**src/rtl/gpio_bank_pkg.sv**
```systemverilog
package gpio_bank_pkg;

  typedef enum logic [2:0] {
    SLOT_DOUT = 3'd0,
    SLOT_SET  = 3'd1,
    SLOT_CLR  = 3'd2,
    SLOT_TGL  = 3'd3,
    SLOT_PIN  = 3'd4,
    SLOT_DIR  = 3'd5,
    SLOT_RSV6 = 3'd6,
    SLOT_RSV7 = 3'd7
  } slot_e;

  typedef struct packed {
    logic ld;
    logic set;
    logic clr;
    logic tgl;
    logic dir;
  } wr_strobes_t;

endpackage

```
**src/rtl/gpio_bank_sync.sv**
```systemverilog
module gpio_bank_sync #(
  parameter int W      = 32,
  parameter int STAGES = 2
) (
  input  logic         clk,
  input  logic         rst_n,
  input  logic [W-1:0] d,
  output logic [W-1:0] q
);
  logic [W-1:0] chain [STAGES];

  generate
    for (genvar s = 0; s < STAGES; s++) begin : g_stage
      if (s == 0) begin : g_first
        always_ff @(posedge clk or negedge rst_n)
          if (!rst_n) chain[s] <= '0;
          else        chain[s] <= d;
      end else begin : g_next
        always_ff @(posedge clk or negedge rst_n)
          if (!rst_n) chain[s] <= '0;
          else        chain[s] <= chain[s-1];
      end
    end
  endgenerate

  assign q = chain[STAGES-1];
endmodule

```
**src/rtl/gpio_bank_decode.sv**
```systemverilog
module gpio_bank_decode
  import gpio_bank_pkg::*;
#(
  parameter int ADDR_W = 3
) (
  input  logic              wr,
  input  logic [ADDR_W-1:0] addr,
  output wr_strobes_t       stb
);
  slot_e slot;

  always_comb begin
    slot = slot_e'(addr[2:0]);
    stb  = '0;
    if (wr) begin
      unique case (slot)
        SLOT_DOUT: stb.ld  = 1'b1;
        SLOT_SET:  stb.set = 1'b1;
        SLOT_CLR:  stb.clr = 1'b1;
        SLOT_TGL:  stb.tgl = 1'b1;
        SLOT_DIR:  stb.dir = 1'b1;
        default:   stb     = '0;
      endcase
    end
  end
endmodule

```
**src/rtl/gpio_bank_outlatch.sv**
```systemverilog
module gpio_bank_outlatch #(
  parameter int W = 32
) (
  input  logic         clk,
  input  logic         rst_n,
  input  logic         ld_en,
  input  logic [W-1:0] ld_val,
  input  logic [W-1:0] set_mask,
  input  logic [W-1:0] clr_mask,
  input  logic [W-1:0] tgl_mask,
  output logic [W-1:0] q
);
  logic [W-1:0] after_ld, after_set, after_clr, nxt;

  // Fixed order: load, then set, then clear, then toggle.
  always_comb begin
    after_ld  = ld_en ? ld_val : q;
    after_set = after_ld | set_mask;
    after_clr = after_set & ~clr_mask;
    nxt       = after_clr ^ tgl_mask;
  end

  always_ff @(posedge clk or negedge rst_n)
    if (!rst_n) q <= '0;
    else        q <= nxt;
endmodule

```
**src/rtl/gpio_bank.sv**
```systemverilog
module gpio_bank
  import gpio_bank_pkg::*;
#(
  parameter int DATA_W      = 32,
  parameter int ADDR_W      = 3,
  parameter int SYNC_STAGES = 2
) (
  input  logic              clk,
  input  logic              rst_n,
  input  logic              bus_wr,
  input  logic              bus_rd,
  input  logic [ADDR_W-1:0] bus_addr,
  input  logic [DATA_W-1:0] bus_wdata,
  output logic [DATA_W-1:0] bus_rdata,
  output logic              bus_rvalid,
  input  logic [DATA_W-1:0] pin_in,
  output logic [DATA_W-1:0] pin_out,
  output logic [DATA_W-1:0] pin_oe
);
  localparam logic [DATA_W-1:0] ZERO_W = '0;

  wr_strobes_t       stb;
  logic [DATA_W-1:0] latch_q, dir_q, pin_sync, rd_mux;
  slot_e             rd_slot;

  gpio_bank_decode #(.ADDR_W(ADDR_W)) u_decode (
    .wr   (bus_wr),
    .addr (bus_addr),
    .stb  (stb)
  );

  gpio_bank_outlatch #(.W(DATA_W)) u_latch (
    .clk      (clk),
    .rst_n    (rst_n),
    .ld_en    (stb.ld),
    .ld_val   (bus_wdata),
    .set_mask (stb.set ? bus_wdata : ZERO_W),
    .clr_mask (stb.clr ? bus_wdata : ZERO_W),
    .tgl_mask (stb.tgl ? bus_wdata : ZERO_W),
    .q        (latch_q)
  );

  gpio_bank_sync #(.W(DATA_W), .STAGES(SYNC_STAGES)) u_sync (
    .clk   (clk),
    .rst_n (rst_n),
    .d     (pin_in),
    .q     (pin_sync)
  );

  always_ff @(posedge clk or negedge rst_n)
    if (!rst_n)      dir_q <= '0;
    else if (stb.dir) dir_q <= bus_wdata;

  always_comb begin
    rd_slot = slot_e'(bus_addr[2:0]);
    unique case (rd_slot)
      SLOT_DOUT: rd_mux = latch_q;
      SLOT_PIN:  rd_mux = pin_sync;
      SLOT_DIR:  rd_mux = dir_q;
      default:   rd_mux = '0;
    endcase
  end

  always_ff @(posedge clk or negedge rst_n)
    if (!rst_n) begin
      bus_rdata  <= '0;
      bus_rvalid <= 1'b0;
    end else begin
      bus_rvalid <= bus_rd;
      if (bus_rd) bus_rdata <= rd_mux;
    end

  assign pin_out = latch_q;
  assign pin_oe  = dir_q;
endmodule

```
**config.mk**
```make
export PLATFORM = sky130hd
export DESIGN_NAME = gpio_bank
export DESIGN_NICKNAME = d
export VERILOG_FILES = /design/src/rtl/gpio_bank_pkg.sv /design/src/rtl/gpio_bank_sync.sv /design/src/rtl/gpio_bank_decode.sv /design/src/rtl/gpio_bank_outlatch.sv /design/src/rtl/gpio_bank.sv
export SDC_FILE = /design/constraint.sdc
export NUM_CORES = 1
export LEC_CHECK = 0
export ABC_AREA = 1
export CAP_MARGIN = 20
export CORE_AREA = 2 2 148 150
export DETAILED_ROUTE_END_ITERATION = 6
export DIE_AREA = 0 0 150 152
export SYNTH_ARGS = -nofsm -noshare
export SYNTH_HDL_FRONTEND = slang
export SYNTH_SLANG_ARGS = --single-unit
```
**constraint.sdc**
```tcl
create_clock -name clk -period 0.99 [get_ports clk]
set_input_delay 0.297 -clock clk [delete_from_list [all_inputs] [get_ports clk]]
set_output_delay 0.297 -clock clk [all_outputs]
set_load 0.05 [all_outputs]
```
==> impl_results.md <==
* Outcome: finished, violations left
* Failing checks: negative setup slack
* Nets at 1194
* H-tree depth at 4
* Worst r2r path cells at 6
* Number of clock sinks at 161
* Data arrival, critical path at 1.04 ns
* Total power at 25.6 mW
* Clk_lat worst skew at 0.43 ns
* Initial Utilization at 0.312
* Area after DPL at 10300 sq um
* CP Class: reg -> out
* Grt total ovfl at 0
* WL/cell at 18.1 um
* Min Tclk post-route at approximately 1.3 ns
* Clk pwr share at 0.285
* Yosys reg bits at 161
* Routability cong. at ~0.77
* Hold slack final at 0.189 ns
* Global-route wire length before repair at 38.9 mm
* Reg clk slew, reported paths at ~0.060 ns
* Synth warnings at 0
* Post-Syn Instances at 795
* Setup TNS at -30.72 ns
* Unrepaired setup endpoints after global routing: yes
* Post-Synthesis Net Count at 866
* Vias in the first global route at 6928
* CORE AREA at 21400 sq um
* Routed WL at 25.7 mm
* Number of port buffers at 167
* Hold/Removal Path Class: in -> reg
* Final Core Density at 0.621
* Netlist Area Pre-Place at 6660 sq um
* Initial antenna violation count at 1
* Layout Area Growth over Synthesis at 99.0%
* Skew final at 0.00926 ns
* Drt drc at 0
* I/O Pins at 168
* Fmax at 0.749 GHz
* Routed Antenna Nets at 0
* Site row count at 54
* Die area at approximately 23000 sq um
* Inst Count DP at about 1300
* Sequential power share at 0.327
* Initial DRT Pass Iterations at 5
* Lkg Pwr at ~6.5 nW
* Post-place setup slack at -0.928 ns
* Final Max Tran Viols at 0
* Peak VDD IR at roughly 1300 uV
* Comb pwr share at 0.388
* Layout cell share with drive strength beyond 1 at 0.481
* R2r endpoint: bus_rdata[0]
* Pwr Density at 1930 nW/um^2
* CP Cell Sequence: buf_12
* Hold Crit Depth at 2
* CP bufs+invs at 1
* Post-Layout Inst Area at ~13000 sq um
* Peak fanout along the critical path at 2
* R2r setup slk at -0.05 ns
* Internal power at around 17 mW
* P_sw at roughly 8.7 mW
* GR Util All Layers at 0.225
* CTS buffer count at 17
* Fillcell total at 1676
* Register area share after synthesis at 0.605
* CP endpoint kind: output pin
* Min-Delay Endpoint: bus_rvalid
* Worst-Margin Slew at 0.303 ns
* Count of cell types in the netlist at 16
* Worst path max stage delay at 0.44 ns
* Die X at 150 um
* Via count at between 6000 and 7000
* WP data required at 0.69 ns
* Cell family with the largest share of critical-path delay: flip-flops
* Root Buffer Master: clkbuf_16
* Tcrit/Tclk final at 1.35
* Crit path launch type: register
* PnR worst setup slack at -0.345 ns
* Highest-delay cell along the critical path: dfrtp_1
* Fraction of power spent switching nets at 0.340
* Initial DRC count at 409
* Via/cell ratio at roughly 4.8
* Largest net degree at the start of global routing at 34
* Hold Path Origin: bus_rd
* Non-Filler Instances at 1417
* Final setup viols at 120
* Post-DP HPWL at 14.9 mm
* Max-slew headroom at 0.798
* Final hold vios at 0
* Die height at between 150 and 200 um
* RR Startpoint: pin_oe[0]
* Max_cap viols at 0
* Synthesized area per cell at 8.38 sq um
* CTS tree: yes
* CTS Buffer Depth at 2
==> area by class of cell <==
type,instances,area (sq um),share of cell area
antenna,1,2.50,0.000189
clock buffer,19,443,0.0334
clock inverter,13,209,0.0158
sequential,161,4060,0.307
multi-input combinational,550,3300,0.249
inverter,48,210,0.0159
tap,280,350,0.0264
timing repair buffer,345,4670,0.353
==> power by group through the flow <==
stage          registers [mW]  clock network [mW]  logic [mW]
5_1_grt                  8.44                7.67        10.4
2_1_floorplan            10.4                   0        1.31
6_report                 8.35                7.29        9.92
3_5_place_dp             8.54                   0        7.60
3_3_place_gp             8.54                   0        7.50
4_1_cts                  8.33                7.40        9.09
==> synthesized netlist by cell type <==
| master | instances | share of area |
|---|---|---|
| nand2_1 | 380 | 0.21 |
| dfrtp_1 | 161 | 0.60 |
| nand3_1 | 99 | 0.074 |
| inv_1 | 46 | 0.026 |
| o21ai_1 | 26 | 0.020 |
| buf_2 | 21 | 0.016 |
| nor2_1 | 15 | 0.0085 |
| nand4_1 | 14 | 0.013 |
| clkbuf_1 | 12 | 0.0068 |
| o21ai_0 | 11 | 0.0083 |
| buf_1 | 3 | 0.0017 |
| inv_2 | 2 | 0.0011 |
| nor2_2 | 2 | 0.0019 |
| buf_4 | 1 | 0.0011 |
| nor2_4 | 1 | 0.0017 |
| nor3_2 | 1 | 0.0015 |
==> cells by family after synthesis <==
kind of cell           synth area share
buffers and inverters            0.0524
AND/OR/NAND/NOR                   0.315
AO/OA/AOI/OAI                    0.0278
flip-flops                        0.605
==> sequential cells by signal (all words and copies together), names as in the netlist <==
signal and cells:
pin_oe 32, bus_rvalid 1, u_latch.q 32, bus_rdata 32
u_sync.chain 32, u_sync.q 32
==> layer usage <==
| metal | routed length (um) | track usage |
|---|---|---|
| met5 | 0 | 0 |
| met4 | 631 | 0.0732 |
| met3 | 1400 | 0.0550 |
| met2 | 12900 | 0.366 |
| met1 | 10700 | 0.295 |
==> cells in the final DEF, fill, tap and decap left out, types with 38 or more instances in the layout <==
master / instances
buf_4: 101
nand2_1: 256
inv_1: 43
clkdlybuf4s50_1: 64
nand2_2: 67
dfrtp_1: 133
buf_12: 122
nand3_2: 38
nand2_4: 53
nand3_1: 58
==> how the worst max path moves through the flow <==
stage | startpoint | end | slack (ns) | depth (start not counted)
finish | u_latch.q[16] | pin_out[16] | -0.35 | 1
global route | u_latch.q[16] | pin_out[16] | -0.37 | 1
CTS | u_latch.q[12] | pin_out[12] | -0.37 | 1
detailed placement | bus_addr[2] | u_latch.q[2] | -0.93 | 8
global placement | bus_addr[2] | bus_rdata[4] | -0.85 | 8
floorplan | bus_wr | u_latch.q[25] | -0.14 | 8
==> what timing repair did <==
item | 4_1_cts | 5_1_grt
cloned | 14 | 1
endpoints found under the hold margin | 14 | 0
hold buffers | 1 | 0
buffers inserted | 89 | 30
gates resized for setup | 188 | 180
setup endpoints to repair | 193 | 193
pin swaps | 37 | 75
Power figures use the tool's default switching activity.
